==> src/rtl/afmt_pkg.sv <==
`timescale 1ns/1ps
package afmt_pkg;

    localparam int SLOT_W    = 20;
    localparam int NSLOT     = 12;
    localparam int TAG_W     = 16;
    localparam int GPIO_W    = 16;
    localparam int NCH       = 6;
    localparam int EVT_W     = 4;
    localparam int REG_IDX_W = 7;
    localparam logic [REG_IDX_W-1:0] GPIO_REG_IDX = 7'h54;

    typedef enum logic [1:0] {
        MODE_2CH = 2'd0,
        MODE_4CH = 2'd1,
        MODE_6CH = 2'd2,
        MODE_RSV = 2'd3
    } chan_mode_e;

    typedef logic [SLOT_W-1:0] slot_word_t;

    typedef struct packed {
        logic              vld;
        logic              sec;
        logic [GPIO_W-1:0] data;
    } gpio_cmd_t;

    // Slot number (1..12) that carries a given channel index
    function automatic int chan_slot(input int ch);
        case (ch)
            0:       return 3;
            1:       return 4;
            2:       return 6;
            3:       return 7;
            4:       return 8;
            default: return 9;
        endcase
    endfunction

    // Whether a channel is carried in the selected mode
    function automatic logic chan_on(input chan_mode_e m, input int ch);
        case (ch)
            0, 1:    return 1'b1;
            3, 4:    return (m == MODE_4CH) || (m == MODE_6CH);
            default: return (m == MODE_6CH);
        endcase
    endfunction

    function automatic slot_word_t gpio_word(input logic [GPIO_W-1:0] d);
        return slot_word_t'(d) << (SLOT_W - GPIO_W);
    endfunction

    function automatic slot_word_t cmd_addr_word();
        return slot_word_t'({1'b0, GPIO_REG_IDX}) << (SLOT_W - 1 - REG_IDX_W);
    endfunction

endpackage

==> src/rtl/afmt_pcm_map.sv <==
`timescale 1ns/1ps
module afmt_pcm_map
    import afmt_pkg::*;
#(
    parameter int SAMPLE_W = 16
) (
    input  chan_mode_e                      mode,
    input  logic [NCH-1:0][SAMPLE_W-1:0]    pcm,
    input  logic [NCH-1:0]                  pcm_vld,
    output slot_word_t [NCH-1:0]            ch_word,
    output logic [NCH-1:0]                  ch_tag
);
    localparam int PAD_W = SLOT_W - SAMPLE_W;

    generate
        for (genvar ch = 0; ch < NCH; ch++) begin : g_ch
            logic en;
            always_comb begin
                en          = chan_on(mode, ch) && pcm_vld[ch];
                ch_tag[ch]  = en;
                ch_word[ch] = en ? (slot_word_t'(pcm[ch]) << PAD_W) : '0;
            end
        end
    endgenerate
endmodule

==> src/rtl/afmt_gpio_slot.sv <==
`timescale 1ns/1ps
module afmt_gpio_slot
    import afmt_pkg::*;
(
    input  logic              clk,
    input  logic              rst,
    input  logic              frame_start,
    input  logic              wr,
    input  logic              sec,
    input  logic [GPIO_W-1:0] wdata,
    input  logic [EVT_W-1:0]  evt,
    output gpio_cmd_t         cmd_nxt,
    output logic              s12_vld_nxt,
    output logic [GPIO_W-1:0] s12_data_nxt
);
    gpio_cmd_t         pend_q, pend_eff;
    logic              s12_vld_q, s12_vld_eff;
    logic [GPIO_W-1:0] s12_data_q;
    logic              any_evt;

    always_comb begin
        any_evt = |evt;
        if (wr) begin
            pend_eff.vld  = 1'b1;
            pend_eff.sec  = sec;
            pend_eff.data = wdata;
        end else if (any_evt) begin
            pend_eff = '0;
        end else begin
            pend_eff = pend_q;
        end
        s12_vld_eff  = any_evt ? 1'b0 : s12_vld_q;
        cmd_nxt      = pend_eff;
        s12_vld_nxt  = pend_eff.vld || s12_vld_eff;
        s12_data_nxt = pend_eff.vld ? pend_eff.data : s12_data_q;
    end

    always_ff @(posedge clk) begin
        if (rst) begin
            pend_q     <= '0;
            s12_vld_q  <= 1'b0;
            s12_data_q <= '0;
        end else if (frame_start) begin
            pend_q     <= '0;
            s12_vld_q  <= s12_vld_nxt;
            s12_data_q <= s12_data_nxt;
        end else begin
            pend_q     <= pend_eff;
            s12_vld_q  <= s12_vld_eff;
        end
    end
endmodule

==> src/rtl/afmt_top.sv <==
`timescale 1ns/1ps
module afmt_top
    import afmt_pkg::*;
#(
    parameter int SAMPLE_W = 16
) (
    input  logic                            clk,
    input  logic                            rst,
    input  logic                            frame_start_i,
    input  logic [1:0]                      mode_i,
    input  logic [NCH-1:0][SAMPLE_W-1:0]    pcm_i,
    input  logic [NCH-1:0]                  pcm_vld_i,
    input  logic                            gpio_wr_i,
    input  logic                            gpio_sec_i,
    input  logic [GPIO_W-1:0]               gpio_wdata_i,
    input  logic [EVT_W-1:0]                link_evt_i,
    output logic                            frame_load_o,
    output logic [TAG_W-1:0]                tag_o,
    output logic [NSLOT-1:0][SLOT_W-1:0]    slot_o
);
    slot_word_t [NCH-1:0]   ch_word;
    logic [NCH-1:0]         ch_tag;
    gpio_cmd_t              cmd_nxt;
    logic                   s12_vld_nxt;
    logic [GPIO_W-1:0]      s12_data_nxt;

    slot_word_t [NSLOT-1:0] nxt_slot;
    logic [NSLOT-1:0]       nxt_vld;
    logic [TAG_W-1:0]       nxt_tag;

    afmt_pcm_map #(.SAMPLE_W(SAMPLE_W)) u_map (
        .mode    (chan_mode_e'(mode_i)),
        .pcm     (pcm_i),
        .pcm_vld (pcm_vld_i),
        .ch_word (ch_word),
        .ch_tag  (ch_tag)
    );

    afmt_gpio_slot u_gpio (
        .clk          (clk),
        .rst          (rst),
        .frame_start  (frame_start_i),
        .wr           (gpio_wr_i),
        .sec          (gpio_sec_i),
        .wdata        (gpio_wdata_i),
        .evt          (link_evt_i),
        .cmd_nxt      (cmd_nxt),
        .s12_vld_nxt  (s12_vld_nxt),
        .s12_data_nxt (s12_data_nxt)
    );

    always_comb begin
        nxt_slot = '0;
        nxt_vld  = '0;
        for (int ch = 0; ch < NCH; ch++) begin
            nxt_slot[chan_slot(ch)-1] = ch_word[ch];
            nxt_vld[chan_slot(ch)-1]  = ch_tag[ch];
        end
        if (cmd_nxt.vld) begin
            nxt_slot[0] = cmd_addr_word();
            nxt_slot[1] = gpio_word(cmd_nxt.data);
            nxt_vld[0]  = 1'b1;
            nxt_vld[1]  = 1'b1;
        end
        if (s12_vld_nxt) begin
            nxt_slot[NSLOT-1] = gpio_word(s12_data_nxt);
            nxt_vld[NSLOT-1]  = 1'b1;
        end
        nxt_tag          = '0;
        nxt_tag[TAG_W-1] = |nxt_vld;
        for (int s = 0; s < NSLOT; s++) begin
            nxt_tag[TAG_W-2-s] = nxt_vld[s];
        end
        nxt_tag[1:0] = (cmd_nxt.vld && cmd_nxt.sec) ? 2'b01 : 2'b00;
    end

    always_ff @(posedge clk) begin
        if (rst) begin
            frame_load_o <= 1'b0;
            tag_o        <= '0;
            slot_o       <= '0;
        end else begin
            frame_load_o <= frame_start_i;
            if (frame_start_i) begin
                tag_o  <= nxt_tag;
                slot_o <= nxt_slot;
            end
        end
    end
endmodule

==> config.mk <==
export PLATFORM = sky130hd
export DESIGN_NAME = afmt_top
export DESIGN_NICKNAME = d
export VERILOG_FILES = /design/src/rtl/afmt_pkg.sv /design/src/rtl/afmt_pcm_map.sv /design/src/rtl/afmt_gpio_slot.sv /design/src/rtl/afmt_top.sv
export SDC_FILE = /design/constraint.sdc
export NUM_CORES = 1
export LEC_CHECK = 0
export BUFFER_PORTS_ARGS = -buffer_cell sky130_fd_sc_hd__clkbuf_2
export CAP_MARGIN = 20
export CORE_UTILIZATION = 30
export CTS_CLUSTER_SIZE = 14
export DETAILED_ROUTE_END_ITERATION = 7
export GPL_TIMING_DRIVEN = 0
export PLACE_DENSITY = 0.65
export SYNTH_ARGS = -nofsm -noshare
export SYNTH_HDL_FRONTEND = slang
export SYNTH_SLANG_ARGS = --single-unit
==> constraint.sdc <==
create_clock -name clk -period 1.3 [get_ports clk]
set_clock_uncertainty 0.05 [all_clocks]
set_input_delay 0.065 -clock clk [delete_from_list [all_inputs] [get_ports clk]]
set_output_delay 0.065 -clock clk [all_outputs]
set_load 0.01 [all_outputs]
[After elaboration in Yosys (flattened, before gate mapping)]
Index checks and enable logic that the tools add are counted.
W data, S select, Z words.
Storage, ports and cells
  bits of input ports: 129
  bits in registers: 228
  output and inout port bits: 257
  logic and storage cells: 44
Operators by class
  muxes and demuxes: 16
  reduce and logical (&&, ||, !) cells: 10
  equal/unequal tests: 2
Operators by type and width (number)
  $mux W20: 7
  $mux W40: 1
  $mux W18: 2
  $mux W16: 1
  $reduce_or A9 Y1: 1
  $logic_and A1 B1 Y1: 5
  $mux W1: 4
  $reduce_or A4 Y1: 1
  $eq A2 B1 Y1 const B: 1
  $eq A2 B2 Y1 const B: 1
  $logic_or A1 B1 Y1: 2
  $mux W2: 1
  $reduce_or A2 Y1: 1

[Logic depth before layout (Yosys ltp)]
  depth after elaboration: 6
  mapped depth: 8
  gate-level depth less buffers: 5

[Modules after synthesis]
A second synthesis with hierarchy kept.
Second synthesis, totals
  cell total of the unflattened synthesis: 985
  area total of the unflattened synthesis: 9315.2 sq um
By module, submodules not included
  afmt_top: area each 6593.8 sq um, cells each 662, instances 1
  afmt_gpio_slot: area each 1710.4 sq um, cells each 178, instances 1
  afmt_pcm_map: area each 1011.0 sq um, cells each 145, instances 1

[Worst setup path before layout]
No wires, ideal clock.
  path type: input to register
  from: input link_evt_i[1]
  to: register u_gpio.s12_data_q[10]
  path buffers: 2
  stages on the path: 5
  slack: -0.023 ns
  required time: 1.116 ns
  data arrival time: 1.139 ns
  cells stage by stage: or4_4 buf_4 buf_6 o2111ai_1 o211ai_1
On the way
  longest elaborated chain between the ends: 4
Ends and longest elaborated chain
  start, declared: RTL line afmt_top.sv:16  | input logic [EVT_W-1:0] link_evt_i,
  $reduce_or A4 Y1: RTL line afmt_gpio_slot.sv:22  | any_evt = |evt;
  $mux W18: RTL line afmt_gpio_slot.sv:27  | end else if (any_evt) begin
  $mux W18: RTL line afmt_gpio_slot.sv:23  | if (wr) begin
  $mux W16: RTL line afmt_gpio_slot.sv:35  | s12_data_nxt = pend_eff.vld ? pend_eff.data : s12_data_q;
  end signal, assigned: RTL line afmt_gpio_slot.sv:46  | s12_data_q <= s12_data_nxt;
  end, declared: RTL line afmt_gpio_slot.sv:18  | logic [GPIO_W-1:0] s12_data_q;
No other way between the ends.
A chain may end at the register's enable or synchronous reset.

[Final worst setup path]
  from: register u_gpio.pend_q[17] (netlist bit)
  to: register slot_o[236] (netlist bit)
On the way
  longest elaborated chain between the ends: 4
Ends and longest elaborated chain
  start, declared: RTL line afmt_gpio_slot.sv:16  | gpio_cmd_t pend_q, pend_eff;
  start signal, assigned: RTL line afmt_gpio_slot.sv:48  | pend_q <= pend_eff;
  $mux W18 (*): RTL line afmt_gpio_slot.sv:27
  $mux W18 (*): RTL line afmt_gpio_slot.sv:23
  $mux W16 / $logic_or A1 B1 Y1 (equally long branches): RTL line afmt_gpio_slot.sv:35, afmt_gpio_slot.sv:34
  $mux W20 (*): RTL line afmt_top.sv:65  | if (s12_vld_nxt) begin
  end signal, assigned: RTL line afmt_top.sv:86  | slot_o <= nxt_slot;
  end, declared: RTL line afmt_top.sv:19  | output logic [NSLOT-1:0][SLOT_W-1:0] slot_o
Mark *: on every way between the ends. The rest lies on a longest branch, timed or not.

==> out/results.ini <==
[run_status]
status=finished, final reports clean

[logic_synthesis]
avgSynthCellArea_um2=9.93
synth-seq-area-share_pct=46.9
yosysWarnings=0
ys.flop_type=dfxtp_1
ys_types=42
syn-cell-area_um2=7430
synthCells=748
synth_edf_count=0
async_flop_share_pct=0
ys_ff_latch=174

[clock_network]
root_buffer=clkbuf_16
cts_made_buffers=17
cts.clk_slew.worst_paths_ns=0.07
cts_sinks=174
clk_path_buf_depth=2
clk_latency_ns=0.43
cts_tree=yes
h-tree-depth=4

[floorplan]
die_h_um=159
die_width_um=159
num_rows=57
dieArea_um2=25400
start_util_pct=30.5
core_region_area_um2=24300
ios=386

[worst_hold_path]
hold_class=primary input to flip-flop
hp-start=pcm_vld_i[0]

[route]
drtIter0Drc=703
wire_per_inst_um=16.6
drt_pass1_iterations=5
wl_um=26600
viasPerCell=4.74
final_antenna_net_count=0
drc=0
num_vias=7588

[global_route]
antenna_found_initial=2
gr-total-overflow=0
grt_usage_pct=20.8
grt_pass1_wl_um=41400
grt_pass1_vias=7479
grt_max_degree=18

[power_and_ir_drop]
powerDensity_nw_per_um2=1090
power.leakage_nw=5.51
total_power_mw=12.4
max-vdd-ir-drop_mv=0.847

[sta]
fin_ws_ns=0.0696
finalMaxSlewViolations=0
setup_viol=0
rsz0062_at_grt=false
whs_ns=0.0562
tightest_slew_ns=0.706
period_needed_ns=1.23
max_freq_mhz=813
timing.slew.headroom_pct=53.0
finalCritPeriodShare_pct=94.6
hold_viol_final=0

[placed_design]
pre_cts_slack_ns=-0.856
io_buffers=270
dpl.hpwl_um=18700
routabilityCongestion=0.869
dpl-instance-area_um2=9620

[setup_path]
setup.worst_path.start=u_gpio.pend_q[17]
cp.required_ns=1.60
worstSetupPathType=flip-flop to flip-flop
cp.arrival_ns=1.53
crit_path_end_kind=flip-flop
cp-start-kind=flip-flop
r2r-start=u_gpio.pend_q[17]
crit_fanout=10

[final_layout]
fin_nets=1395
drive_gt1_share_pct=38.1
final_util_pct=46.8
finish.instance_area_um2=11400
area_growth_pct=53.3

[run]
drv_cap=0

[stage by stage]
| stage | setup TNS [ns] | cells |
|---|---|---|
| floorplan | -0.00700 | 861 |
| global placement | -76.87 | 1455 |
| detailed placement | -78.92 | 1455 |
| CTS | 0 | 1601 |
| global route | 0 | 1602 |
| finish | 0 | 1602 |
[cell families after synthesis]
group | Yosys count | synth area share, %
AOI/OAI and AO/OA | 244 | 26.2
adders and majority gates | 1 | 0.168
buffers and inverters | 191 | 16.5
DFF | 174 | 46.9
other | 1 | 0.0505
and+or+nand+nor | 137 | 10.2
[final timing paths]
kind                      end  slack (ns)  cells past startpoint
setup / recovery  slot_o[236]        0.07                      4
hold / removal      tag_o[15]        0.06                      3
setup reg to reg  slot_o[236]        0.07                      4
hold reg to reg     tag_o[11]        0.40                      1
[layer usage]
metal / routed length (um) / up-vias / track usage, %
met5: 13 / - / 0
met4: 456 / 2 / 6.16
met3: 1930 / 45 / 4.53
met2: 13500 / 402 / 36.9
met1: 10700 / 3532 / 24.9
li1: - / 3607 / -
[layout make-up]
cell class                      instances  area, um^2
Clock buffer                           17         425
Timing Repair Buffer                  387        2510
Inverter                                4        15.0
Multi-Input combinational cell        496        3140
Tap cell                              324         405
Buffer                                185        1260
Fill cell                            2279       12900
Sequential cell                       174        3490
Antenna cell                            1        2.50
Clock inverter                         14         125
[worst max-delay path, cell delays in order (launching register included)]
cell and delay [ns]:
dfxtp_2 0.34, inv_1 0.13, buf_2 0.30, a31oi_1 0.17, o21ai_1 0.17
[placed cells by master, fill, tap and decap left out, types with 13 or more instances in the layout]
| master | count |
|---|---|
| o2111ai_1 | 15 |
| a221o_1 | 15 |
| o211ai_1 | 16 |
| clkbuf_16 | 17 |
| a31oi_1 | 19 |
| buf_2 | 24 |
| buf_4 | 128 |
| and2_1 | 17 |
| a32oi_1 | 30 |
| clkbuf_2 | 287 |
| a21oi_1 | 19 |
| a22o_1 | 96 |
| nand2b_1 | 16 |
| dfxtp_1 | 171 |
| nand2_1 | 18 |
| conb_1 | 114 |
| o21ai_0 | 13 |
| dlygate4sd3_1 | 114 |
| and3_1 | 17 |
| nand3_1 | 48 |
[sequential cells by signal (all words and copies together) (netlist names)]
register	flops
u_gpio.s12_vld_q	1
tag_o	10
u_gpio.pend_q	18
slot_o	128
u_gpio.s12_data_q	16
frame_load_o	1
[timing repair]
action	4_1_cts	5_1_grt
hold buffers	114	0
pin swaps	1	1
setup endpoints to repair	86	32
buffers inserted	3	0
hold endpoints to repair	162	0
gates resized for setup	26	18
[Yosys cell counts, drive strengths merged, types with 6 or more instances]
| master | n | area (um^2) |
|---|---|---|
| and3 | 17 | 106 |
| o211ai | 16 | 120 |
| a221o | 15 | 150 |
| o21ai | 19 | 95.1 |
| a21oi | 19 | 95.1 |
| buf | 153 | 1080 |
| dfxtp | 174 | 3480 |
| a22o | 96 | 841 |
| nand2b | 16 | 100 |
| nand2 | 19 | 71.3 |
| a32oi | 30 | 263 |
| a31oi | 19 | 119 |
| clkbuf | 34 | 129 |
| a21o | 6 | 45.0 |
| and2 | 17 | 106 |
| nand3 | 48 | 240 |
| o2111ai | 15 | 131 |
| nor2 | 8 | 30.0 |
[report_power, final]
part / total [mW] / switching [mW] / leakage [nW] / internal [mW]
Combinational: 1.87 / 0.945 / 3.83 / 0.928
Sequential: 5.64 / 0.124 / 1.42 / 5.52
Clock: 4.90 / 2.38 / 0.265 / 2.52
No activity file was read; power rests on OpenSTA's default activity.
